File: config.mk
export PLATFORM = sky130hd
export DESIGN_NAME = ipi_dest_resolver
export DESIGN_NICKNAME = d
export VERILOG_FILES = /design/src/rtl/ipi_pkg.sv /design/src/rtl/ipi_cmd_reg.sv /design/src/rtl/ipi_target_table.sv /design/src/rtl/ipi_target_match.sv /design/src/rtl/ipi_delivery.sv /design/src/rtl/ipi_dest_resolver.sv
export SDC_FILE = /design/constraint.sdc
export NUM_CORES = 1
export LEC_CHECK = 0
export BUFFER_PORTS_ARGS = -buffer_cell sky130_fd_sc_hd__clkbuf_2
export CAP_MARGIN = 20
export CORE_ASPECT_RATIO = 0.9
export CORE_UTILIZATION = 48
export DETAILED_ROUTE_END_ITERATION = 7
export PLACE_DENSITY = 0.81
export RECOVER_POWER = 100
export SYNTH_ARGS = -nofsm -noshare
export SYNTH_HDL_FRONTEND = slang
export SYNTH_SLANG_ARGS = --single-unit
File: constraint.sdc
create_clock -name clk -period 4.4 [get_ports clk]
set_clock_uncertainty 0.2 [all_clocks]
set_input_delay 0.88 -clock clk [delete_from_list [all_inputs] [get_ports clk]]
set_output_delay 0.88 -clock clk [all_outputs]
set_load 0.005 [all_outputs]
File: src/rtl/ipi_pkg.sv
package ipi_pkg;

  typedef enum logic [2:0] {
    DM_FIXED  = 3'd0,
    DM_LOWEST = 3'd1,
    DM_SMI    = 3'd2,
    DM_RSVD3  = 3'd3,
    DM_NMI    = 3'd4,
    DM_INIT   = 3'd5,
    DM_START  = 3'd6,
    DM_RSVD7  = 3'd7
  } dmode_e;

  typedef enum logic [1:0] {
    SH_DEST   = 2'd0,
    SH_SELF   = 2'd1,
    SH_ALL    = 2'd2,
    SH_OTHERS = 2'd3
  } short_e;

  localparam logic [3:0] FMT_FLAT    = 4'hF;
  localparam logic [3:0] FMT_CLUSTER = 4'h0;
  localparam logic [7:0] DEST_BCAST  = 8'hFF;

  typedef struct packed {
    logic [7:0] dest;
    short_e     sh;
    logic       trig;
    logic       lvl;
    logic       logical;
    dmode_e     mode;
    logic [7:0] vec;
  } cmd_t;

endpackage

File: src/rtl/ipi_cmd_reg.sv
module ipi_cmd_reg
  import ipi_pkg::*;
(
  input  logic        clk,
  input  logic        rst,
  input  logic        wr_en,
  input  logic        wr_hi,
  input  logic [31:0] wr_data,
  output cmd_t        cmd,
  output logic        go
);
  logic unused_bits;
  assign unused_bits = ^{wr_data[23:20], wr_data[17:16], wr_data[13:12]};

  always_ff @(posedge clk) begin
    if (rst) begin
      cmd <= '0;
      go  <= 1'b0;
    end else begin
      go <= wr_en && !wr_hi;
      if (wr_en) begin
        if (wr_hi) begin
          cmd.dest <= wr_data[31:24];
        end else begin
          cmd.vec     <= wr_data[7:0];
          cmd.mode    <= dmode_e'(wr_data[10:8]);
          cmd.logical <= wr_data[11];
          cmd.lvl     <= wr_data[14];
          cmd.trig    <= wr_data[15];
          cmd.sh      <= short_e'(wr_data[19:18]);
        end
      end
    end
  end
endmodule

File: src/rtl/ipi_target_table.sv
module ipi_target_table #(
  parameter int NPROC = 8,
  parameter int ID_W  = 8,
  parameter int FMT_W = 4,
  localparam int IDX_W = (NPROC > 1) ? $clog2(NPROC) : 1
) (
  input  logic                    clk,
  input  logic                    rst,
  input  logic                    wr_en,
  input  logic [IDX_W-1:0]        wr_idx,
  input  logic [ID_W-1:0]         wr_phys,
  input  logic [ID_W-1:0]         wr_log,
  input  logic [FMT_W-1:0]        wr_fmt,
  input  logic [NPROC-1:0]        resync_mask,
  output logic [NPROC*ID_W-1:0]   phys_flat,
  output logic [NPROC*ID_W-1:0]   log_flat,
  output logic [NPROC*FMT_W-1:0]  fmt_flat,
  output logic [NPROC*ID_W-1:0]   arb_flat
);
  for (genvar i = 0; i < NPROC; i++) begin : g_ent
    logic sel;
    assign sel = wr_en && (wr_idx == IDX_W'(i));

    always_ff @(posedge clk) begin
      if (rst) begin
        phys_flat[i*ID_W +: ID_W] <= ID_W'(i);
        log_flat[i*ID_W +: ID_W]  <= '0;
        fmt_flat[i*FMT_W +: FMT_W] <= '1;
        arb_flat[i*ID_W +: ID_W]  <= '0;
      end else begin
        if (sel) begin
          phys_flat[i*ID_W +: ID_W]  <= wr_phys;
          log_flat[i*ID_W +: ID_W]   <= wr_log;
          fmt_flat[i*FMT_W +: FMT_W] <= wr_fmt;
        end
        if (resync_mask[i]) begin
          arb_flat[i*ID_W +: ID_W] <= phys_flat[i*ID_W +: ID_W];
        end
      end
    end


    resync_copy_chk: assert property (@(posedge clk) disable iff (rst)
      $past(resync_mask[i] && !sel) |-> arb_flat[i*ID_W +: ID_W] == $past(phys_flat[i*ID_W +: ID_W]));
  end
endmodule

File: src/rtl/ipi_target_match.sv
module ipi_target_match
  import ipi_pkg::*;
#(
  parameter int NPROC = 8,
  parameter int ID_W  = 8,
  parameter int FMT_W = 4,
  localparam int IDX_W = (NPROC > 1) ? $clog2(NPROC) : 1,
  localparam int HALF  = ID_W / 2
) (
  input  logic [ID_W-1:0]        dest,
  input  short_e                 sh,
  input  logic                   logical,
  input  logic [IDX_W-1:0]       sender_idx,
  input  logic [NPROC*ID_W-1:0]  phys_flat,
  input  logic [NPROC*ID_W-1:0]  log_flat,
  input  logic [NPROC*FMT_W-1:0] fmt_flat,
  output logic [NPROC-1:0]       mask
);
  logic [NPROC-1:0] dest_hit;
  logic [NPROC-1:0] self_oh;

  assign self_oh = {{(NPROC-1){1'b0}}, 1'b1} << sender_idx;

  for (genvar i = 0; i < NPROC; i++) begin : g_cmp
    logic [ID_W-1:0]  pid;
    logic [ID_W-1:0]  lid;
    logic [FMT_W-1:0] fmt;
    logic phys_hit, flat_hit, clus_hit;
    assign pid = phys_flat[i*ID_W +: ID_W];
    assign lid = log_flat[i*ID_W +: ID_W];
    assign fmt = fmt_flat[i*FMT_W +: FMT_W];
    assign phys_hit = (dest == ID_W'(DEST_BCAST)) || (dest == pid);
    assign flat_hit = (fmt == FMT_W'(FMT_FLAT)) && |(dest & lid);
    assign clus_hit = (fmt == FMT_W'(FMT_CLUSTER)) &&
                      (dest[ID_W-1:HALF] == lid[ID_W-1:HALF]) &&
                      |(dest[HALF-1:0] & lid[HALF-1:0]);
    assign dest_hit[i] = logical ? (flat_hit || clus_hit) : phys_hit;
  end

  always_comb begin
    unique case (sh)
      SH_DEST:   mask = dest_hit;
      SH_SELF:   mask = self_oh;
      SH_ALL:    mask = '1;
      default:   mask = ~self_oh;
    endcase
  end
endmodule

File: src/rtl/ipi_delivery.sv
module ipi_delivery
  import ipi_pkg::*;
#(
  parameter int NPROC = 8,
  parameter int VEC_W = 8
) (
  input  logic             clk,
  input  logic             rst,
  input  logic             go,
  input  dmode_e           mode,
  input  logic             lvl,
  input  logic             trig,
  input  logic [VEC_W-1:0] vec,
  input  logic [NPROC-1:0] mask_in,
  output logic [NPROC-1:0] resync_now,
  output logic [NPROC-1:0] tgt_mask,
  output logic [NPROC-1:0] fixed_stb,
  output logic [NPROC-1:0] nmi_stb,
  output logic [NPROC-1:0] smi_stb,
  output logic [NPROC-1:0] init_stb,
  output logic [NPROC-1:0] start_stb,
  output logic [NPROC-1:0] resync_stb,
  output logic [VEC_W-1:0] vec_out,
  output logic             trig_out
);
  logic [NPROC-1:0] low_pick;
  logic [NPROC-1:0] fix_d, nmi_d, smi_d, ini_d, sta_d;
  logic [NPROC-1:0] any_stb;

  assign low_pick = mask_in & (~mask_in + NPROC'(1));

  always_comb begin
    fix_d = '0; nmi_d = '0; smi_d = '0; ini_d = '0; sta_d = '0; resync_now = '0;
    if (go) begin
      case (mode)
        DM_FIXED:  fix_d = mask_in;
        DM_LOWEST: fix_d = low_pick;
        DM_SMI:    smi_d = mask_in;
        DM_NMI:    nmi_d = mask_in;
        DM_INIT:   if (!lvl && trig) resync_now = mask_in;
                   else ini_d = mask_in;
        DM_START:  sta_d = mask_in;
        default:   ;
      endcase
    end
  end

  always_ff @(posedge clk) begin
    if (rst) begin
      tgt_mask   <= '0;
      fixed_stb  <= '0;
      nmi_stb    <= '0;
      smi_stb    <= '0;
      init_stb   <= '0;
      start_stb  <= '0;
      resync_stb <= '0;
      vec_out    <= '0;
      trig_out   <= 1'b0;
    end else begin
      fixed_stb  <= fix_d;
      nmi_stb    <= nmi_d;
      smi_stb    <= smi_d;
      init_stb   <= ini_d;
      start_stb  <= sta_d;
      resync_stb <= resync_now;
      if (go) begin
        tgt_mask <= mask_in;
        vec_out  <= vec;
        trig_out <= trig;
      end
    end
  end

  assign any_stb = fixed_stb | nmi_stb | smi_stb | init_stb | start_stb | resync_stb;


  stb_needs_go_chk: assert property (@(posedge clk) disable iff (rst)
    (|any_stb) |-> $past(go));


  stb_in_mask_chk: assert property (@(posedge clk) disable iff (rst)
    (any_stb & ~tgt_mask) == '0);


  lowest_single_chk: assert property (@(posedge clk) disable iff (rst)
    $past(go && mode == DM_LOWEST) |-> $onehot0(fixed_stb));


  resync_quiet_chk: assert property (@(posedge clk) disable iff (rst)
    $past(go && mode == DM_INIT && !lvl && trig) |->
      (fixed_stb | nmi_stb | smi_stb | init_stb | start_stb) == '0);


  reserved_quiet_chk: assert property (@(posedge clk) disable iff (rst)
    $past(go && (mode == DM_RSVD3 || mode == DM_RSVD7)) |-> any_stb == '0);
endmodule

File: src/rtl/ipi_dest_resolver.sv
module ipi_dest_resolver
  import ipi_pkg::*;
#(
  parameter int NPROC = 8,
  parameter int ID_W  = 8,
  parameter int FMT_W = 4,
  parameter int VEC_W = 8,
  localparam int IDX_W = (NPROC > 1) ? $clog2(NPROC) : 1
) (
  input  logic                  clk,
  input  logic                  rst,
  input  logic                  cmd_wr_en,
  input  logic                  cmd_wr_hi,
  input  logic [31:0]           cmd_wr_data,
  input  logic [IDX_W-1:0]      sender_idx,
  input  logic                  tbl_wr_en,
  input  logic [IDX_W-1:0]      tbl_wr_idx,
  input  logic [ID_W-1:0]       tbl_phys_id,
  input  logic [ID_W-1:0]       tbl_log_id,
  input  logic [FMT_W-1:0]      tbl_fmt,
  output logic [NPROC-1:0]      tgt_mask,
  output logic [NPROC-1:0]      fixed_stb,
  output logic [NPROC-1:0]      nmi_stb,
  output logic [NPROC-1:0]      smi_stb,
  output logic [NPROC-1:0]      init_stb,
  output logic [NPROC-1:0]      start_stb,
  output logic [NPROC-1:0]      resync_stb,
  output logic [VEC_W-1:0]      vec_out,
  output logic                  trig_out,
  output logic [NPROC*ID_W-1:0] arb_id_flat
);
  cmd_t                   cmd;
  logic                   go;
  logic [NPROC-1:0]       mask;
  logic [NPROC-1:0]       resync_now;
  logic [NPROC*ID_W-1:0]  phys_flat, log_flat;
  logic [NPROC*FMT_W-1:0] fmt_flat;

  ipi_cmd_reg u_cmd (
    .clk(clk), .rst(rst), .wr_en(cmd_wr_en), .wr_hi(cmd_wr_hi),
    .wr_data(cmd_wr_data), .cmd(cmd), .go(go)
  );

  ipi_target_table #(.NPROC(NPROC), .ID_W(ID_W), .FMT_W(FMT_W)) u_tbl (
    .clk(clk), .rst(rst), .wr_en(tbl_wr_en), .wr_idx(tbl_wr_idx),
    .wr_phys(tbl_phys_id), .wr_log(tbl_log_id), .wr_fmt(tbl_fmt),
    .resync_mask(resync_now), .phys_flat(phys_flat), .log_flat(log_flat),
    .fmt_flat(fmt_flat), .arb_flat(arb_id_flat)
  );

  ipi_target_match #(.NPROC(NPROC), .ID_W(ID_W), .FMT_W(FMT_W)) u_match (
    .dest(cmd.dest), .sh(cmd.sh), .logical(cmd.logical), .sender_idx(sender_idx),
    .phys_flat(phys_flat), .log_flat(log_flat), .fmt_flat(fmt_flat), .mask(mask)
  );

  ipi_delivery #(.NPROC(NPROC), .VEC_W(VEC_W)) u_dlv (
    .clk(clk), .rst(rst), .go(go), .mode(cmd.mode), .lvl(cmd.lvl),
    .trig(cmd.trig), .vec(cmd.vec), .mask_in(mask), .resync_now(resync_now),
    .tgt_mask(tgt_mask), .fixed_stb(fixed_stb), .nmi_stb(nmi_stb),
    .smi_stb(smi_stb), .init_stb(init_stb), .start_stb(start_stb),
    .resync_stb(resync_stb), .vec_out(vec_out), .trig_out(trig_out)
  );


  hi_write_quiet_chk: assert property (@(posedge clk) disable iff (rst)
    (cmd_wr_en && cmd_wr_hi) |=> ##1
      (fixed_stb | nmi_stb | smi_stb | init_stb | start_stb | resync_stb) == '0);


  self_only_chk: assert property (@(posedge clk) disable iff (rst)
    $past(go && cmd.sh == SH_SELF) |->
      tgt_mask == ({{(NPROC-1){1'b0}}, 1'b1} << $past(sender_idx)));
endmodule

# Word-level counts from Yosys, hierarchy flattened
# Cells that the tools add are included.
dict set report classes {
  n_reduce_logical 86
  bitwise 25
  eq_ne 39
  addsub 1
  muxes 13
  shifts 1
}
# cell count
set op_table {}
lappend op_table {{AND 8 bit} 9}
lappend op_table {{equality test 8 bit} 8}
lappend op_table {{OR reduction 8 bit} 8}
lappend op_table {{OR reduction 4 bit} 9}
lappend op_table {{logical AND 1 bit} 34}
lappend op_table {{AND 4 bit} 8}
lappend op_table {{equality test 4 bit} 8}
lappend op_table {{equality test 4 bit (second input constant)} 8}
lappend op_table {{zero test 4 bit} 8}
lappend op_table {{two-way mux 8 bit} 3}
lappend op_table {{case mux 8 bit (3 select lines)} 1}
lappend op_table {{equality test 3 bit (second input constant)} 7}
lappend op_table {{logical OR 1 bit} 16}
lappend op_table {{inverter 8 bit} 2}
lappend op_table {{case mux 8 bit (2 select lines)} 1}
lappend op_table {{equality test 3 x 2 -> 1 bit (second input constant)} 3}
lappend op_table {{OR reduction 3 bit} 3}
lappend op_table {{adder 8 x 1 -> 8 bit (second input constant)} 1}
lappend op_table {{equality test 8 bit (second input constant)} 1}
lappend op_table {{two-way mux 1 bit} 8}
lappend op_table {{<< shifter 1 x 3 -> 8 bit (first input constant)} 1}
lappend op_table {{equality test 3 x 1 -> 1 bit (second input constant)} 2}
lappend op_table {{zero test 3 bit} 2}
lappend op_table {{inverter 1 bit} 6}
lappend op_table {{6 further kinds} 8}
dict set report word_totals {
  out_inout_bits 129
  regBits 314
  in_bits 63
  word_cells 214
}

# Longest topological paths before layout
# Gate-level depths: netlist of run 1.
dict set report logic_depth {
  depth_word 10
  depth_mapped 9
  depth_no_buf 7
}

# Hierarchy
# Synthesis of run 1 repeated with hierarchy kept, for this count alone.
dict set report unflattened {
  cells_unflattened 1314
  area_unflattened_um2 13620.6
}
# mod cells_each seq_area_each_um2 instances area_per_inst_um2
set by_module_without_submodules {}
lappend by_module_without_submodules {ipi_target_table 772 4484.3 1 8399.3}
lappend by_module_without_submodules {ipi_delivery 192 1301.2 1 2094.5}
lappend by_module_without_submodules {ipi_target_match 240 0.0 1 1996.9}
lappend by_module_without_submodules {ipi_cmd_reg 110 500.5 1 1129.8}

# Worst setup path after synthesis of run 1
# OpenSTA, ideal clock, no wires.
dict set report synth_timing {
  kind {register -> register}
  start {register u_cmd.cmd[21] (netlist name)}
  end {register u_dlv.fixed_stb[7]}
  path_stages_with_launch 9
  t_arrival_ps 2332
  synth_period_minus_slack_ps 2659
  setup_ps 127
  path_buffers 1
  setup_slack_ps 1741
  required_ps 4073
  path_cell_list {dfxtp_1 ha_1 or4_1 o211ai_1 nand3_1 or2_2 buf_2 a41oi_2 nor4_1}
}
dict set report synth_via {
  elab_chain_len 10
  word_cells_on_any_way 86
  classes_between {1 x add/sub; 17 x eq/ne; 10 x mux; 10 x bitwise; 48 x reduce/logical}
}
# item line_no
set synth_lines {}
lappend synth_lines {{AND 8 bit / equality test 4 bit (equally long branches)} {ipi_target_match.sv:33, ipi_target_match.sv:35}}
lappend synth_lines {{OR reduction 8 bit / logical AND 1 bit (equally long branches)} {ipi_target_match.sv:33, ipi_target_match.sv:34}}
lappend synth_lines {{logical AND 1 bit (on tied branches)} {ipi_target_match.sv:33, ipi_target_match.sv:35}}
lappend synth_lines {{logical OR 1 bit} ipi_target_match.sv:37} ;# assign dest_hit[i] = logical ? (flat_hit || clus_hit) : phys_hit;
lappend synth_lines {{two-way mux 1 bit} ipi_target_match.sv:37}
lappend synth_lines {{case mux 8 bit (3 select lines) *} ipi_target_match.sv:41} ;# unique case (sh)
lappend synth_lines {{inverter 8 bit} ipi_delivery.sv:30} ;# assign low_pick = mask_in & (~mask_in + NPROC'(1));
lappend synth_lines {{adder 8 x 1 -> 8 bit} ipi_delivery.sv:30}
lappend synth_lines {{AND 8 bit} ipi_delivery.sv:30}
lappend synth_lines {{case mux 8 bit (2 select lines) *} ipi_delivery.sv:35} ;# case (mode)
lappend synth_lines {{end signal: assignment} ipi_delivery.sv:60} ;# fixed_stb <= fix_d;
lappend synth_lines {{end: declaration} ipi_delivery.sv:17} ;# output logic [NPROC-1:0] fixed_stb,
# Mark *: on every way between the ends. The rest lies on a longest branch, timed or not.
# A chain may end at the register's enable or synchronous reset.

# Final worst setup path of run 1
dict set report layout_timing {
  start {register u_cmd.cmd[21] (netlist name)}
  end {register u_tbl.arb_flat[26]}
}
dict set report layout_via {
  elab_chain_len 9
  word_cells_on_any_way 15
  classes_between {3 x eq/ne; 5 x mux; 1 x bitwise; 6 x reduce/logical}
}
# item line_no
set layout_lines {}
lappend layout_lines {{AND 8 bit / equality test 4 bit (equally long branches)} {ipi_target_match.sv:33, ipi_target_match.sv:35}}
lappend layout_lines {{OR reduction 8 bit / logical AND 1 bit (equally long branches)} {ipi_target_match.sv:33, ipi_target_match.sv:34}}
lappend layout_lines {{logical AND 1 bit (on tied branches)} {ipi_target_match.sv:33, ipi_target_match.sv:35}}
lappend layout_lines {{logical OR 1 bit} ipi_target_match.sv:37}
lappend layout_lines {{two-way mux 1 bit *} ipi_target_match.sv:37}
lappend layout_lines {{case mux 8 bit (3 select lines) *} ipi_target_match.sv:41}
lappend layout_lines {{two-way mux 8 bit *} ipi_delivery.sv:40} ;# DM_INIT: if (!lvl && trig) resync_now = mask_in;
lappend layout_lines {{two-way mux 8 bit *} ipi_delivery.sv:35}
lappend layout_lines {{two-way mux 8 bit *} ipi_delivery.sv:34} ;# if (go) begin
lappend layout_lines {{end signal: indexed assignment} ipi_target_table.sv:37} ;# arb_flat[i*ID_W +: ID_W] <= phys_flat[i*ID_W +: ID_W];
lappend layout_lines {{end: declaration} ipi_target_table.sv:18} ;# output logic [NPROC*ID_W-1:0] arb_flat
# Marks and branches as above.

==> flow_summary.ini, run 1 <==
[outcome]
status = finished, violations left
failed_checks = capacitance limit, slew limit

[global_routing]
grt_max_degree = 130
antenna_found_initial = 0
grt.met3_usage_pct = 4.47
grt.met2_usage_pct = 41.5
grt_pass1_wl_mm = 54.8
grt_pass1_vias = 10400
grt_overflow_total = 0
use_met1_pct = 32.2
grt_usage_pct = 25.0
top_usage_layer = met2

[synthesis]
synth-seq-cells = 314
netlist_area_mm2 = 0.0129
ys_warn_count = 0
synth_top_area_cell = dfxtp_1
netlist_top_cells_area = dfxtp_1 49%, nand2_1 11%, a21oi_1 6.3%
synth_cells = 1516
synth_cell_types = 52
synth_edf_count = 0
synth_top_area_share_pct = 48.6
synthFlopType = dfxtp_1
seq_area_frac_synth_pct = 48.6
avgSynthCellArea_um2 = 8.53
postSynth.asyncResetShare_pct = 0
synth_fp_nets = 1611

[worst_setup_path]
cp.arrival_ns = 3.98
critPathCaptureType = flip-flop
crit_fanout = 8
start_kind = flip-flop
worstPathCellList = clkbuf_1 > ha_1 > nor4_1 > nand2_1 > a32o_1 > nor4_2 > mux2i_1 > nor2_1
crit_path_top_delay_cell = nor4_2
critPathRequiredTime_ns = 4.65
critical_path_class = reg -> reg
critPathMaxStageDelay_ns = 0.95

[route]
vias_per_cell = 5.54
drtIter0Drc = 1002
dr.pass1.iters = 6
ant_nets = 0
routed_wl_mm = 36.0
drc = 0
vias = 11100
routedWlPerCell_um = 18.0

[die]
die_area_mm2 = 0.0276
core-area_mm2 = 0.0263
rows = 56
start_util_pct = 49.2
die_h_um = 158
ios = 192
die_w_um = 175

[final_layout]
drive_above_1_share_pct = 10.4
stdcell_area_mm2 = 0.0148
nets = 1729
antenna_cells = 0
final_cell_mix = 379 x nand2_1, 314 x dfxtp_1, 162 x a21oi_1
fin_cells = 2004
final_common_cell = nand2_1
area_growth_pct = 14.5
fillers = 2343

[sta]
tightest_slew_ns = 2.54
max_freq_mhz = 268
holdWs_ns = 0.255
setup_viol = 0
rsz0062_at_grt = false
timing.setup.tns_ns = 0
hold_violations = 0
period_share_pct = 84.9
fin_crit_ns = 3.74
relSlewSlack_pct = -69.5
slew_violations = 128

[clocking]
cts_hold_buf = 0
cts_buffers = 31
root_buffer = clkbuf_16
post_cts_resized = 0
clkTransAtPathRegs_ns = 0.06
cts.sinks = 314
clk_path_buf_depth = 3
cts_setup_buffers = 0
cts_tree = done
clk-insertion-delay-late_ns = 0.56
cts_htree_levels = 1

[pwr]
power.share.clock_pct = 42.3
combPwrFrac_pct = 7.6
p_seq_share_pct = 50.1
swShare_pct = 24.1
power_leakage_uw = 0.00593
switchingPower_uw = 1420
powerDensity_mw_per_mm2 = 397
power_uw = 5870
peakVddDrop_v = 0.000364
p_int_uw = 4460

[place]
placed_cells = 1949
io_buffers = 183
gp_congestion = 0.866
dpl.hpwl_mm = 24.1
place_area_mm2 = 0.0140

[job]
max-cap-violations = 1

[worst_hold_path]
hold_class = reg -> reg
-- stage by stage --
| step | util (%) | setup WS (ns) |
|---|---|---|
| floorplan | - | 1.74 |
| global placement | 53.2 | 1.18 |
| detailed placement | 53.3 | 1.12 |
| CTS | 56.9 | 1.11 |
| global route | 56.4 | 0.480 |
| finish | 56.4 | 0.664 |
-- cells by family (layout without fill, tap and decap cells) --
family,Yosys count,in the layout,synth area share (%)
mux,68,68,5.26
xor+xnor,69,69,4.67
simple gates,685,685,24.6
buf+inv,131,271,4.24
fa+ha+maj,32,32,3.09
flops,314,314,48.6
compound gates,217,217,9.57
-- final cells by class --
cell class | count | area, um2 | share of cell area (%)
multi-input cells | 1071 | 6090 | 41.1
clock inverters | 5 | 40.0 | 0.270
repair buffers | 206 | 1000 | 6.78
flip-flops and latches | 314 | 6290 | 42.4
inverters | 10 | 37.5 | 0.253
well taps | 348 | 435 | 2.94
clock buffers | 50 | 917 | 6.19
-- worst paths after layout --
check | slack, ns | endpoint | start | depth (start not counted)
worst max-delay path | 0.66 | u_tbl.arb_flat[26] | u_cmd.cmd[21] | 8
worst min-delay path | 0.26 | u_tbl.log_flat[48] | u_tbl.log_flat[48] | 2
worst max register to register | 0.66 | u_tbl.arb_flat[26] | u_cmd.cmd[21] | 8
worst min register to register | 0.26 | u_tbl.log_flat[48] | u_tbl.log_flat[48] | 2
-- power groups by stage --
stage / Clock, uW / Combinational (uW) / Sequential (uW)
after detailed placement: 0 / 441 / 3000
after global routing: 2630 / 485 / 2950
after floorplan: 0 / 308 / 2990
after global placement: 0 / 427 / 3000
after CTS: 2510 / 445 / 2940
final: 2480 / 447 / 2940
-- per-layer routing --
metal  vias up  part of all wire, %
li1       5306                    -
met1      5244                   41
met2       450                   47
met3        99                  7.8
met4         0                  3.7
met5         -                    0
-- state kept, by name, summed over array words and instances, names as in the netlist, 24 cells and up --
register,cells
u_tbl.fmt_flat,32
u_tbl.arb_flat,64
u_tbl.log_flat,64
u_tbl.phys_flat,64
u_cmd.cmd,24
-- cell usage after synthesis, drive strengths merged (4+ instances only) --
cell	number
nand2	379
xor2	66
or3	11
a21oi	162
inv	10
nand4	9
nand2b	37
ha	32
mux2i	68
clkbuf	95
dfxtp	314
nand3	19
nand3b	47
a22oi	16
nor4	34
nor3	19
o21a	5
nor2	106
nor3b	4
buf	26
nor2b	5
or4	7
o21ai	10
-- worst max-delay path: cells and delay by family (launching register included) --
family,cells,cell delay [ns]
AOI/OAI and AO/OA,1,0.30
buffers and inverters,1,0.47
muxes,1,0.28
DFF,1,0.62
adders and majority gates,1,0.32
and+or+nand+nor,4,1.41
Power figures use the tool's default switching activity.
==> inputs of run 2 (changes only) <==
--- a/config.mk
+++ b/config.mk
@@ -10,7 +10,7 @@
 export CORE_ASPECT_RATIO = 0.9
 export CORE_UTILIZATION = 48
 export DETAILED_ROUTE_END_ITERATION = 7
-export PLACE_DENSITY = 0.81
+export PLACE_DENSITY = 0.84
 export RECOVER_POWER = 100
 export SYNTH_ARGS = -nofsm -noshare
 export SYNTH_HDL_FRONTEND = slang
==> constraint.sdc (replaced) <==
create_clock -name clk -period 3.2 [get_ports clk]
set_clock_uncertainty 0.2 [all_clocks]
set_input_delay 0.64 -clock clk [delete_from_list [all_inputs] [get_ports clk]]
set_output_delay 0.64 -clock clk [all_outputs]
set_load 0.005 [all_outputs]
==> flow_summary.ini, run 2 (same netlist as run 1, synthesis figures left out) <==
[outcome]
status = finished, violations left
failed_checks = capacitance limit, slew limit

[worst_setup_path]
cp.arrival_ns = 3.19
reg2reg_from = u_cmd.cmd[21]
critPathMaxStageDelay_ns = 0.52
cp.depth = 9
crit_path_top_delay_cell = or4_1
cp-startpoint = u_cmd.cmd[21]
crit_fanout = 8
path_common_cell = clkbuf_2
r2r_slack_ns = 0.24
critPathCaptureType = flip-flop
crit_family = simple AND/OR/NAND/NOR gates
critical_path_class = reg -> reg
critPathRequiredTime_ns = 3.43
rr_worst_depth = 9
timing.rr.end = u_tbl.arb_flat[14]
endpoint = u_tbl.arb_flat[14]
start_kind = flip-flop
worstPathCellList = clkbuf_2 > ha_1 > or4_1 > o211ai_1 > nand3_1 > nor3_4 > clkbuf_2 > mux2i_1 > nor2_1
critPathBufInv = 2

[global_routing]
grt_overflow_total = 0
grt_max_degree = 129
grt_pass1_vias = 11000
antenna_found_initial = 0
grt_pass1_wl_mm = 57.2
top_usage_layer = met2
grt.met3_usage_pct = 4.71
grt.met2_usage_pct = 43.2
use_met1_pct = 32.6
grt_usage_pct = 26.1

[sta]
hold_violations = 0
timing.setup.tns_ns = 0
period_share_pct = 92.4
relSlewSlack_pct = -42.0
setup_viol = 0
holdWs_ns = 0.0897
slew_violations = 129
max_freq_mhz = 338
rsz0062_at_grt = false
fin_crit_ns = 2.96
tightest_slew_ns = 2.13

[route]
dr.pass1.iters = 5
ant_nets = 0
routedWlPerCell_um = 18.4
drtIter0Drc = 1135
routed_wl_mm = 37.3
vias_per_cell = 5.65
drc = 0
vias = 11400

[die]
start_util_pct = 49.2
ios = 192
rows = 56
core-area_mm2 = 0.0263
die_area_mm2 = 0.0276
die_w_um = 175
die_h_um = 158

[final_layout]
final_common_cell = nand2_1
top_regs = u_tbl.arb_flat x64, u_tbl.log_flat x64, u_tbl.phys_flat x64
final_cell_mix = 379 x nand2_1, 314 x dfxtp_1, 162 x a21oi_1
drive_above_1_share_pct = 12.1
antenna_cells = 0
area_growth_pct = 15.3
nets = 1750

[clocking]
cts_tree = done
clk_path_buf_depth = 3
cts_setup_buffers = 0
clkTransAtPathRegs_ns = 0.07
cts_buffers = 30
cts_hold_buf = 0
cts_htree_levels = 1
post_cts_resized = 0
root_buffer = clkbuf_16
clk-insertion-delay-late_ns = 0.58
cts.sinks = 314

[pwr]
peakVddDrop_v = 0.000402
p_int_uw = 6020
combPwrFrac_pct = 8.1
switchingPower_uw = 2010
swShare_pct = 25.0
power_leakage_uw = 0.00603
powerDensity_mw_per_mm2 = 538
p_seq_share_pct = 50.4
power.share.clock_pct = 41.5

[place]
gp_congestion = 0.859
dpl.hpwl_mm = 24.9
io_buffers = 183

[job]
max-cap-violations = 1

[worst_hold_path]
hold_class = in -> reg
[run 2: area by class of cell]
type / instances / area (um2)
clock inverters: 8 / 67.6
inverters: 10 / 37.5
repair buffers: 228 / 1150
well taps: 348 / 435
flip-flops and latches: 314 / 6290
multi-input cells: 1071 / 6090
clock buffers: 45 / 847
fillers: 2319 / 11400
[run 2: worst min-delay path by stage]
stage | start | end | depth (start not counted)
floorplan | u_cmd.cmd[12] | u_cmd.cmd[12] | 2
global route | cmd_wr_data[2] | u_cmd.cmd[2] | 3
CTS | cmd_wr_data[3] | u_cmd.cmd[3] | 3
detailed placement | u_cmd.cmd[0] | u_cmd.cmd[0] | 2
global placement | u_cmd.cmd[12] | u_cmd.cmd[12] | 2
finish | cmd_wr_data[3] | u_cmd.cmd[3] | 3
[run 2: stage by stage]
step / setup slack (ns) / power [uW] / cell area (um2) / cells / utilization [%]
2_1_floorplan: 0.541 / 4530 / 12900 / 1516 / -
3_3_place_gp: 0.383 / 4740 / 14200 / 1971 / 53.9
3_5_place_dp: 0.310 / 4770 / 14200 / 1971 / 53.9
4_1_cts: 0.321 / 8040 / 15100 / 2024 / 57.4
5_1_grt: 0.0891 / 8260 / 14900 / 2024 / 56.8
6_report: 0.242 / 8030 / 14900 / 2024 / 56.8
[run 2: routing by layer]
layer,wire length (um),vias up
met2,17200,587
met1,14600,5352
met3,3450,151
met4,2010,0
li1,-,5345
met5,0,-
[run 2: worst reg2reg max path, delay by kind of cell (launching register included)]
family	cells	cell delay [ns]
buffers and inverters	2	0.52
AO/OA/AOI/OAI	1	0.18
flip-flops	1	0.33
AND/OR/NAND/NOR	4	1.10
multiplexers	1	0.24
adder cells (fa/ha/maj)	1	0.26
[run 2: power by group through the flow]
stage / combinational (uW) / sequential (uW) / clock, uW
after global routing: 699 / 4050 / 3520
after floorplan: 424 / 4110 / 0
after global placement: 618 / 4120 / 0
after detailed placement: 638 / 4130 / 0
final: 648 / 4040 / 3330
after CTS: 646 / 4040 / 3350
